File: config.mk
export PLATFORM = sky130hd
export DESIGN_NAME = ccd_line_timer
export DESIGN_NICKNAME = d
export VERILOG_FILES = /design/src/rtl/ccd_timer_pkg.sv /design/src/rtl/ccd_timer_ctrl.sv /design/src/rtl/ccd_timer_dp.sv /design/src/rtl/ccd_line_timer.sv
export SDC_FILE = /design/constraint.sdc
export NUM_CORES = 1
export LEC_CHECK = 0
export ABC_AREA = 1
export BUFFER_PORTS_ARGS = -buffer_cell sky130_fd_sc_hd__buf_2
export CAP_MARGIN = 20
export CORE_ASPECT_RATIO = 0.5
export CORE_MARGIN = 2
export CORE_UTILIZATION = 52
export CTS_CLUSTER_SIZE = 24
export DETAILED_ROUTE_END_ITERATION = 10
export PLACE_DENSITY = 0.74
export SLEW_MARGIN = 10
export SYNTH_ARGS = -nofsm -noshare
export SYNTH_HDL_FRONTEND = slang
export SYNTH_SLANG_ARGS = --single-unit
export TNS_END_PERCENT = 1
File: constraint.sdc
create_clock -name clk -period 2.15 [get_ports clk]
set_input_delay 0.1075 -clock clk [delete_from_list [all_inputs] [get_ports clk]]
set_output_delay 0.1075 -clock clk [all_outputs]
set_load 0.01 [all_outputs]
File: src/rtl/ccd_timer_pkg.sv
package ccd_timer_pkg;

  typedef enum logic [3:0] {
    S_IDLE, S_TGDLY, S_TGPG, S_PGON, S_PGTG,
    S_GAPA, S_PH2, S_GAPB, S_PH1, S_WAITAB, S_DONE
  } state_t;

  typedef enum logic [1:0] {T_TGPG, T_PGON, T_PGTG, T_PHASE} tsel_t;

  typedef enum logic [1:0] {AB_IDLE, AB_DLY, AB_ON} abph_t;

  // Shadow register slots
  localparam int CFG_TGPG  = 0;
  localparam int CFG_PGON  = 1;
  localparam int CFG_PGTG  = 2;
  localparam int CFG_ABDLY = 3;
  localparam int CFG_ABON  = 4;
  localparam int CFG_PHASE = 5;
  localparam int NCFG      = 6;

  // Strobes from control to datapath
  typedef struct packed {
    logic  latch;
    logic  tmrLoad;
    tsel_t tmrSel;
    logic  pixDec;
    logic  abStart;
  } strobe_t;

  // Decoded output levels, registered in the datapath
  typedef struct packed {
    logic phi1;
    logic phi2;
    logic tg;
    logic pg;
    logic rg;
    logic pixValid;
    logic busy;
    logic lineDone;
  } level_t;

  function automatic int minCycles(int ns, int refNs, int edgeNs);
    return (ns + edgeNs) / refNs + 1;
  endfunction

endpackage

File: src/rtl/ccd_timer_ctrl.sv
module ccd_timer_ctrl
  import ccd_timer_pkg::*;
(
  input  logic    clk,
  input  logic    rstN,
  input  logic    lineTrig,
  input  logic    tmrDone,
  input  logic    pixLast,
  input  logic    pixZero,
  input  logic    abBusy,
  output strobe_t st,
  output level_t  lev
);

  state_t stateQ, stateN;
  logic   firstQ;

  always_ff @(posedge clk or negedge rstN) begin
    if (!rstN) begin
      stateQ <= S_IDLE;
      firstQ <= 1'b0;
    end else begin
      stateQ <= stateN;
      firstQ <= (stateN != stateQ);
    end
  end

  always_comb begin
    stateN = stateQ;
    st     = '0;
    unique case (stateQ)
      S_IDLE: if (lineTrig) begin
        st.latch = 1'b1;
        stateN   = S_TGDLY;
      end
      S_TGDLY: if (tmrDone) begin
        st.tmrLoad = 1'b1;
        st.tmrSel  = T_TGPG;
        stateN     = S_TGPG;
      end
      S_TGPG: if (tmrDone) begin
        st.tmrLoad = 1'b1;
        st.tmrSel  = T_PGON;
        stateN     = S_PGON;
      end
      S_PGON: if (tmrDone) begin
        st.tmrLoad = 1'b1;
        st.tmrSel  = T_PGTG;
        st.abStart = 1'b1;
        stateN     = S_PGTG;
      end
      S_PGTG: if (tmrDone) begin
        if (pixZero) stateN = abBusy ? S_WAITAB : S_DONE;
        else         stateN = S_GAPA;
      end
      S_GAPA: begin
        st.tmrLoad = 1'b1;
        st.tmrSel  = T_PHASE;
        stateN     = S_PH2;
      end
      S_PH2: if (tmrDone) stateN = S_GAPB;
      S_GAPB: begin
        st.tmrLoad = 1'b1;
        st.tmrSel  = T_PHASE;
        stateN     = S_PH1;
      end
      S_PH1: if (tmrDone) begin
        st.pixDec = 1'b1;
        if (pixLast) stateN = abBusy ? S_WAITAB : S_DONE;
        else         stateN = S_GAPA;
      end
      S_WAITAB: if (!abBusy) stateN = S_DONE;
      S_DONE:   stateN = S_IDLE;
      default:  stateN = S_IDLE;
    endcase
  end

  always_comb begin
    lev          = '0;
    lev.phi1     = !(stateQ inside {S_GAPA, S_PH2, S_GAPB});
    lev.phi2     = (stateQ == S_PH2);
    lev.tg       = (stateQ inside {S_TGPG, S_PGON, S_PGTG});
    lev.pg       = (stateQ == S_PGON);
    lev.rg       = (stateQ == S_PH2) && firstQ;
    lev.pixValid = (stateQ == S_GAPB);
    lev.busy     = (stateQ != S_IDLE);
    lev.lineDone = (stateQ == S_DONE);
  end

endmodule

File: src/rtl/ccd_timer_dp.sv
module ccd_timer_dp
  import ccd_timer_pkg::*;
#(
  parameter int CNT_W   = 10,
  parameter int PIX_W   = 12,
  parameter int REF_NS  = 8,
  parameter int EDGE_NS = 20
) (
  input  logic             clk,
  input  logic             rstN,
  input  strobe_t          st,
  input  level_t           lev,
  input  logic [PIX_W-1:0] cfgPixCount,
  input  logic [CNT_W-1:0] cfgTgDelay,
  input  logic [CNT_W-1:0] cfgTgToPg,
  input  logic [CNT_W-1:0] cfgPgWidth,
  input  logic [CNT_W-1:0] cfgPgToTg,
  input  logic [CNT_W-1:0] cfgAbDelay,
  input  logic [CNT_W-1:0] cfgAbWidth,
  input  logic [CNT_W-1:0] cfgPhaseHigh,
  output logic             tmrDone,
  output logic             pixLast,
  output logic             pixZero,
  output logic             abBusy,
  output logic             phi1Q,
  output logic             phi2Q,
  output logic             tgQ,
  output logic             pgQ,
  output logic             abQ,
  output logic             rgQ,
  output logic             busyQ,
  output logic             doneQ,
  output logic             pvQ
);

  localparam int MIN_TGDLY   = minCycles(0, REF_NS, EDGE_NS);
  localparam int MIN_TGWIDTH = minCycles(100, REF_NS, EDGE_NS);
  localparam int MIN_NS [NCFG] = '{0, 100, 5, 5, 0, 0};

  function automatic logic [CNT_W-1:0] clampUp(logic [CNT_W-1:0] v, int m);
    return (int'(v) < m) ? CNT_W'(m) : v;
  endfunction

  logic [CNT_W-1:0] cfgRaw [NCFG];
  logic [CNT_W-1:0] shadow [NCFG];
  logic [CNT_W-1:0] tmrCnt, loadVal, abCnt;
  logic [PIX_W-1:0] pixLeft;
  abph_t            abPh;

  assign cfgRaw[CFG_TGPG]  = cfgTgToPg;
  assign cfgRaw[CFG_PGON]  = cfgPgWidth;
  assign cfgRaw[CFG_PGTG]  = cfgPgToTg;
  assign cfgRaw[CFG_ABDLY] = cfgAbDelay;
  assign cfgRaw[CFG_ABON]  = cfgAbWidth;
  assign cfgRaw[CFG_PHASE] = cfgPhaseHigh;

  // Captured, clamped configuration
  for (genvar g = 0; g < NCFG; g++) begin : gShadow
    localparam int MINC = minCycles(MIN_NS[g], REF_NS, EDGE_NS);
    always_ff @(posedge clk or negedge rstN) begin
      if (!rstN)         shadow[g] <= CNT_W'(MINC);
      else if (st.latch) shadow[g] <= clampUp(cfgRaw[g], MINC);
    end
  end

  always_comb begin
    unique case (st.tmrSel)
      T_TGPG:  loadVal = shadow[CFG_TGPG];
      T_PGON:  loadVal = shadow[CFG_PGON];
      T_PGTG:  loadVal = shadow[CFG_PGTG];
      default: loadVal = shadow[CFG_PHASE];
    endcase
  end

  // Interval timer for the sequencer
  always_ff @(posedge clk or negedge rstN) begin
    if (!rstN)                tmrCnt <= '0;
    else if (st.latch)        tmrCnt <= clampUp(cfgTgDelay, MIN_TGDLY) - 1'b1;
    else if (st.tmrLoad)      tmrCnt <= loadVal - 1'b1;
    else if (tmrCnt != '0)    tmrCnt <= tmrCnt - 1'b1;
  end
  assign tmrDone = (tmrCnt == '0);

  // Pixel counter
  always_ff @(posedge clk or negedge rstN) begin
    if (!rstN)                         pixLeft <= '0;
    else if (st.latch)                 pixLeft <= cfgPixCount;
    else if (st.pixDec && pixLeft != '0) pixLeft <= pixLeft - 1'b1;
  end
  assign pixLast = (pixLeft == PIX_W'(1));
  assign pixZero = (pixLeft == '0);

  // Anti-blooming timer, runs beside the sequencer
  always_ff @(posedge clk or negedge rstN) begin
    if (!rstN) begin
      abPh  <= AB_IDLE;
      abCnt <= '0;
    end else if (st.abStart) begin
      abPh  <= AB_DLY;
      abCnt <= shadow[CFG_ABDLY] - 1'b1;
    end else if (abCnt != '0) begin
      abCnt <= abCnt - 1'b1;
    end else if (abPh == AB_DLY) begin
      abPh  <= AB_ON;
      abCnt <= shadow[CFG_ABON] - 1'b1;
    end else begin
      abPh  <= AB_IDLE;
    end
  end
  assign abBusy = (abPh != AB_IDLE);

  // Output flops
  always_ff @(posedge clk or negedge rstN) begin
    if (!rstN) begin
      phi1Q <= 1'b1;
      {phi2Q, tgQ, pgQ, abQ, rgQ, busyQ, doneQ, pvQ} <= '0;
    end else begin
      phi1Q <= lev.phi1;
      phi2Q <= lev.phi2;
      tgQ   <= lev.tg;
      pgQ   <= lev.pg;
      abQ   <= (abPh == AB_ON);
      rgQ   <= lev.rg;
      busyQ <= lev.busy;
      doneQ <= lev.lineDone;
      pvQ   <= lev.pixValid;
    end
  end

  // Checks on the driven waveforms
  logic [CNT_W-1:0] tgRun;
  always_ff @(posedge clk or negedge rstN) begin
    if (!rstN)                tgRun <= '0;
    else if (!tgQ)            tgRun <= '0;
    else if (tgRun != '1)     tgRun <= tgRun + 1'b1;
  end

  a_r4_parked_in_transfer: assert property (@(posedge clk) disable iff (!rstN)
    (tgQ || pgQ) |-> (phi1Q && !phi2Q));
  a_r4_pg_inside_tg: assert property (@(posedge clk) disable iff (!rstN)
    pgQ |-> tgQ);
  a_r4_tg_min_width: assert property (@(posedge clk) disable iff (!rstN)
    (tgQ && !lev.tg) |-> (int'(tgRun) >= MIN_TGWIDTH - 1));
  a_r6_no_overlap: assert property (@(posedge clk) disable iff (!rstN)
    !(phi1Q && phi2Q));
  a_r6_no_extra_pixel: assert property (@(posedge clk) disable iff (!rstN)
    st.pixDec |-> (pixLeft != '0));
  a_r7_rg_in_phi2: assert property (@(posedge clk) disable iff (!rstN)
    rgQ |-> phi2Q);
  a_r8_done_single: assert property (@(posedge clk) disable iff (!rstN)
    doneQ |=> !doneQ);

endmodule

File: src/rtl/ccd_line_timer.sv
module ccd_line_timer
  import ccd_timer_pkg::*;
#(
  parameter int CNT_W   = 10,
  parameter int PIX_W   = 12,
  parameter int REF_NS  = 8,
  parameter int EDGE_NS = 20
) (
  input  logic             clk,
  input  logic             rstN,
  input  logic             lineTrig,
  input  logic [PIX_W-1:0] cfgPixCount,
  input  logic [CNT_W-1:0] cfgTgDelay,
  input  logic [CNT_W-1:0] cfgTgToPg,
  input  logic [CNT_W-1:0] cfgPgWidth,
  input  logic [CNT_W-1:0] cfgPgToTg,
  input  logic [CNT_W-1:0] cfgAbDelay,
  input  logic [CNT_W-1:0] cfgAbWidth,
  input  logic [CNT_W-1:0] cfgPhaseHigh,
  output logic             phi1,
  output logic             phi2,
  output logic             tgGate,
  output logic             pgGate,
  output logic             abGate,
  output logic             rgGate,
  output logic             busy,
  output logic             lineDone,
  output logic             pixValid
);

  strobe_t st;
  level_t  lev;
  logic    tmrDone, pixLast, pixZero, abBusy;

  ccd_timer_ctrl uCtrl (
    .clk     (clk),
    .rstN    (rstN),
    .lineTrig(lineTrig),
    .tmrDone (tmrDone),
    .pixLast (pixLast),
    .pixZero (pixZero),
    .abBusy  (abBusy),
    .st      (st),
    .lev     (lev)
  );

  ccd_timer_dp #(
    .CNT_W  (CNT_W),
    .PIX_W  (PIX_W),
    .REF_NS (REF_NS),
    .EDGE_NS(EDGE_NS)
  ) uDp (
    .clk         (clk),
    .rstN        (rstN),
    .st          (st),
    .lev         (lev),
    .cfgPixCount (cfgPixCount),
    .cfgTgDelay  (cfgTgDelay),
    .cfgTgToPg   (cfgTgToPg),
    .cfgPgWidth  (cfgPgWidth),
    .cfgPgToTg   (cfgPgToTg),
    .cfgAbDelay  (cfgAbDelay),
    .cfgAbWidth  (cfgAbWidth),
    .cfgPhaseHigh(cfgPhaseHigh),
    .tmrDone     (tmrDone),
    .pixLast     (pixLast),
    .pixZero     (pixZero),
    .abBusy      (abBusy),
    .phi1Q       (phi1),
    .phi2Q       (phi2),
    .tgQ         (tgGate),
    .pgQ         (pgGate),
    .abQ         (abGate),
    .rgQ         (rgGate),
    .busyQ       (busy),
    .doneQ       (lineDone),
    .pvQ         (pixValid)
  );

endmodule

==> run summary <==
CTS tree -> yes
Yosys warnings -> 0
I/O pin count -> 94
Routed Antenna Nets -> 0
Seq/Total Area, Yosys -> 45.0%
Die Y -> 80.1 um
WL/cell -> 14.3 um
Static Leak -> 4.20 nW
IO buf count -> 93
Cell variety after synth -> 45
status -> finished, violations left
Bufs and invs on worst path -> 3
Slew Limit Fails -> 0
Area contributors post-synth -> dfrtp_1, nand2_1, inv_1, o21ai_0, dfstp_2
Core Rows -> 27
Crit Path Max Fanout -> 7
pin count of the biggest net entering global routing -> 79
drt first pass iters -> 6
Fillers -> 855
Slew headroom -> 70.5%
worst vdd ir -> 395 uV
worst reg-to-reg setup slack -> -0.10 ns
first-pass GRT wire length -> 27,600 um
cell count after synthesis -> 818
FF+latch count, synth -> 108
synth cell count leaders -> nand2_1, inv_1, dfrtp_1
initial antenna violation count -> 0
gr ovfl total -> 0
highest metal used -> met4
die span in x -> 156 um
vias per cell -> 5.25
WL met1 -> 7360 um
Post-synth EDFFs -> 0
fraction of registers with async set/reset -> 100%
Finished Layout Cells -> 1,157
Clock Path Buffers -> 2
Skew-Pair Late Insertion Delay -> 0.35 ns
setup ws final -> -0.102 ns
highest-delay cell along the critical path -> dfrtp_1
Root Buffer -> clkbuf_16
initial core utilization -> 54.1%
clock skew -> 0.00882 ns
final wirelength -> 16,500 um
sequential cell area -> 2720 um^2
vias in the first global route -> 6,040
CP required -> 2.40 ns
max_cap viols -> 0
Synth Flop Type -> dfrtp_1
Met3 Routed Length -> 942 um
Die Area -> 12,500 um^2
post-route clock period utilization -> 105%
crit-path cells -> nor2_1, nand2_1, nor2_4, buf_12, nand3_4, buf_6, buf_6, nand4_1, nand3_1, nand2_1, nand2_2, nand2_2, nand2_2, nor2_4, nand4_1, nand2_1, nor2_1
Avg Synthesized Cell Area -> 7.37 um^2
Synth area leader -> dfrtp_1
crit-path max cell delay -> 0.39 ns
Multi-input gate area -> 2880 um^2
Syn Std Cell Area -> 6030 um^2
slew of the pin with the lowest slew margin -> 0.442 ns
# DRC -> 0
fraction of layout cells with a size suffix above 1 -> 26.5%
dpl cells -> 1,097
H-tree depth -> 3
Ant. Diodes -> 0
unrepaired setup endpoints after global routing -> true
nets@finish -> 1,096
dpl cell area -> 7160 um^2
Setup WS pre-CTS -> -0.119 ns
most numerous cell in the Yosys netlist -> nand2_1
Detail Placement HPWL -> 11,700 um
core footprint -> 11,100 um^2
failing checks -> negative setup slack
Hold Fails Final Rpt -> 0
WL met2 -> 7850 um
GRT Util Overall -> 28.1%
DR iter-0 viols -> 458
max frequency -> 444 MHz
Yosys top cell area share -> 40.7%
syn nets -> 907
minimum clock period -> 2.25 ns
Hold Path Class -> input pin to flop
CP arrival -> 2.50 ns
Setup violations, final -> 8
Pwr Density -> 482 nW/um^2
fin area -> 7970 um^2
gp weighted congestion -> 0.930
CP Capture Type -> flop
CP delay by family, top -> simple AND/OR/NAND/NOR gates
Num CTS Buffers -> 9
Clock Sinks -> 108
Worst-path clk slew -> 0.07 ns
Worst Setup Start Kind -> flop
DR vias -> 6,080
critical path type -> flop to flop
synthesis-to-finish area growth -> 32.3%
-- through the flow --
stage / TNS [ns] / hold slack, ns / power (mW) / util (%)
after floorplan: -0.0226 / -0.188 / 2.08 / -
after CTS: -0.324 / 0.000192 / 3.86 / 71.3
final: -0.471 / 0.00591 / 3.84 / 71.5
after global placement: -0.144 / 0.0757 / 2.22 / 64.3
after global routing: -3.05 / 0.0106 / 3.96 / 71.5
after detailed placement: -0.689 / 0.0804 / 2.22 / 64.3
-- placed cells by master, fill, tap and decap left out, types with 3 or more instances in the layout --
cell	netlist	routed
o211ai_1	8	8
buf_2	9	92
a31oi_1	4	4
nor2_2	5	6
o21ai_0	63	60
clkbuf_16	0	9
nand2_4	1	4
nor4_1	9	9
nand3_1	35	34
dlygate4sd3_1	0	38
o21ai_1	4	7
nand2_2	11	20
a21oi_1	17	15
xor2_1	4	4
or2_2	5	4
nor2_4	7	10
nor2_1	66	62
a21oi_2	4	4
nand3b_1	5	5
inv_1	105	98
buf_12	0	5
ha_1	4	3
buf_6	2	3
inv_2	3	10
nor3_2	1	3
nand3_2	2	3
dfrtp_1	98	96
nand2_1	260	248
nand4_1	35	35
dfstp_2	10	10
buf_4	1	69
-- cell type report --
cell class | count | share of cell area, %
multi-input combinational | 571 | 36.2
sequential | 108 | 34.1
timing repair buffer | 207 | 18.7
inverter | 110 | 5.18
clock buffer | 11 | 3.04
tap | 145 | 2.28
clock inverter | 5 | 0.534
-- sequential cells by signal, indices dropped and copies added (netlist names) --
signal	cells
uDp.tgQ	1
uDp.busyQ	1
uDp.abCnt	10
uDp.abQ	1
uDp.phi1Q	1
uDp.pixLeft	12
uCtrl.stateQ	4
uDp.rgQ	1
uDp.tmrCnt	10
uDp.abPh	2
uDp.doneQ	1
uDp.pgQ	1
uDp.phi2Q	1
uCtrl.firstQ	1
uDp.pvQ	1
uDp.shadow	60
-- routing by layer --
layer / vias up / track usage, %
met3: 36 / 5.02
met2: 199 / 49.2
met1: 2837 / 35.8
met4: 0 / 9.17
met5: - / 0
li1: 3008 / -
-- cell families (layout without fill, tap and decap cells) --
| group | count (synthesis) | count (layout) | share of synthesized area, % |
|---|---|---|---|
| compound gates | 112 | 112 | 10.7 |
| xor+xnor | 5 | 5 | 0.727 |
| fa+ha+maj | 4 | 4 | 0.830 |
| buf+inv | 139 | 333 | 9.16 |
| flops | 108 | 108 | 45.0 |
| simple gates | 450 | 450 | 33.6 |
-- worst paths after layout --
check                                          start                         to  depth (start not counted)
hold reg to reg            uDp.shadow[0]$_DFFE_PN1P_  uDp.shadow[0]$_DFFE_PN1P_                          2
setup reg to reg           uDp.tmrCnt[3]$_DFFE_PN0P_  uDp.tmrCnt[9]$_DFFE_PN0P_                         17
setup / recovery           uDp.tmrCnt[3]$_DFFE_PN0P_  uDp.tmrCnt[9]$_DFFE_PN0P_                         17
min in group asynchronous                       rstN  uDp.shadow[9]$_DFFE_PN0P_                          2
hold / removal                       cfgPhaseHigh[0]  uDp.shadow[0]$_DFFE_PN1P_                          3
max in group asynchronous                       rstN        uDp.phi1Q$_DFF_PN1_                          3
-- worst min-delay path, stage by stage --
cell	delay, ns
buf_2	0.09
o21ai_0	0.08
nand2_1	0.06
-- repair_timing --
action,CTS,global route
endpoints found under the hold margin,61,0
pin swaps,21,3
buffers inserted,6,0
resized for setup,21,10
hold buffers,38,0
cloned,0,0
setup endpoints to repair,13,28
-- power breakdown --
group | switching, mW | internal (mW)
logic | 0.0965 | 0.111
registers | 0 | 2.03
clock network | 0.769 | 0.836
Note: power is estimated with default switching activity, not from simulation.
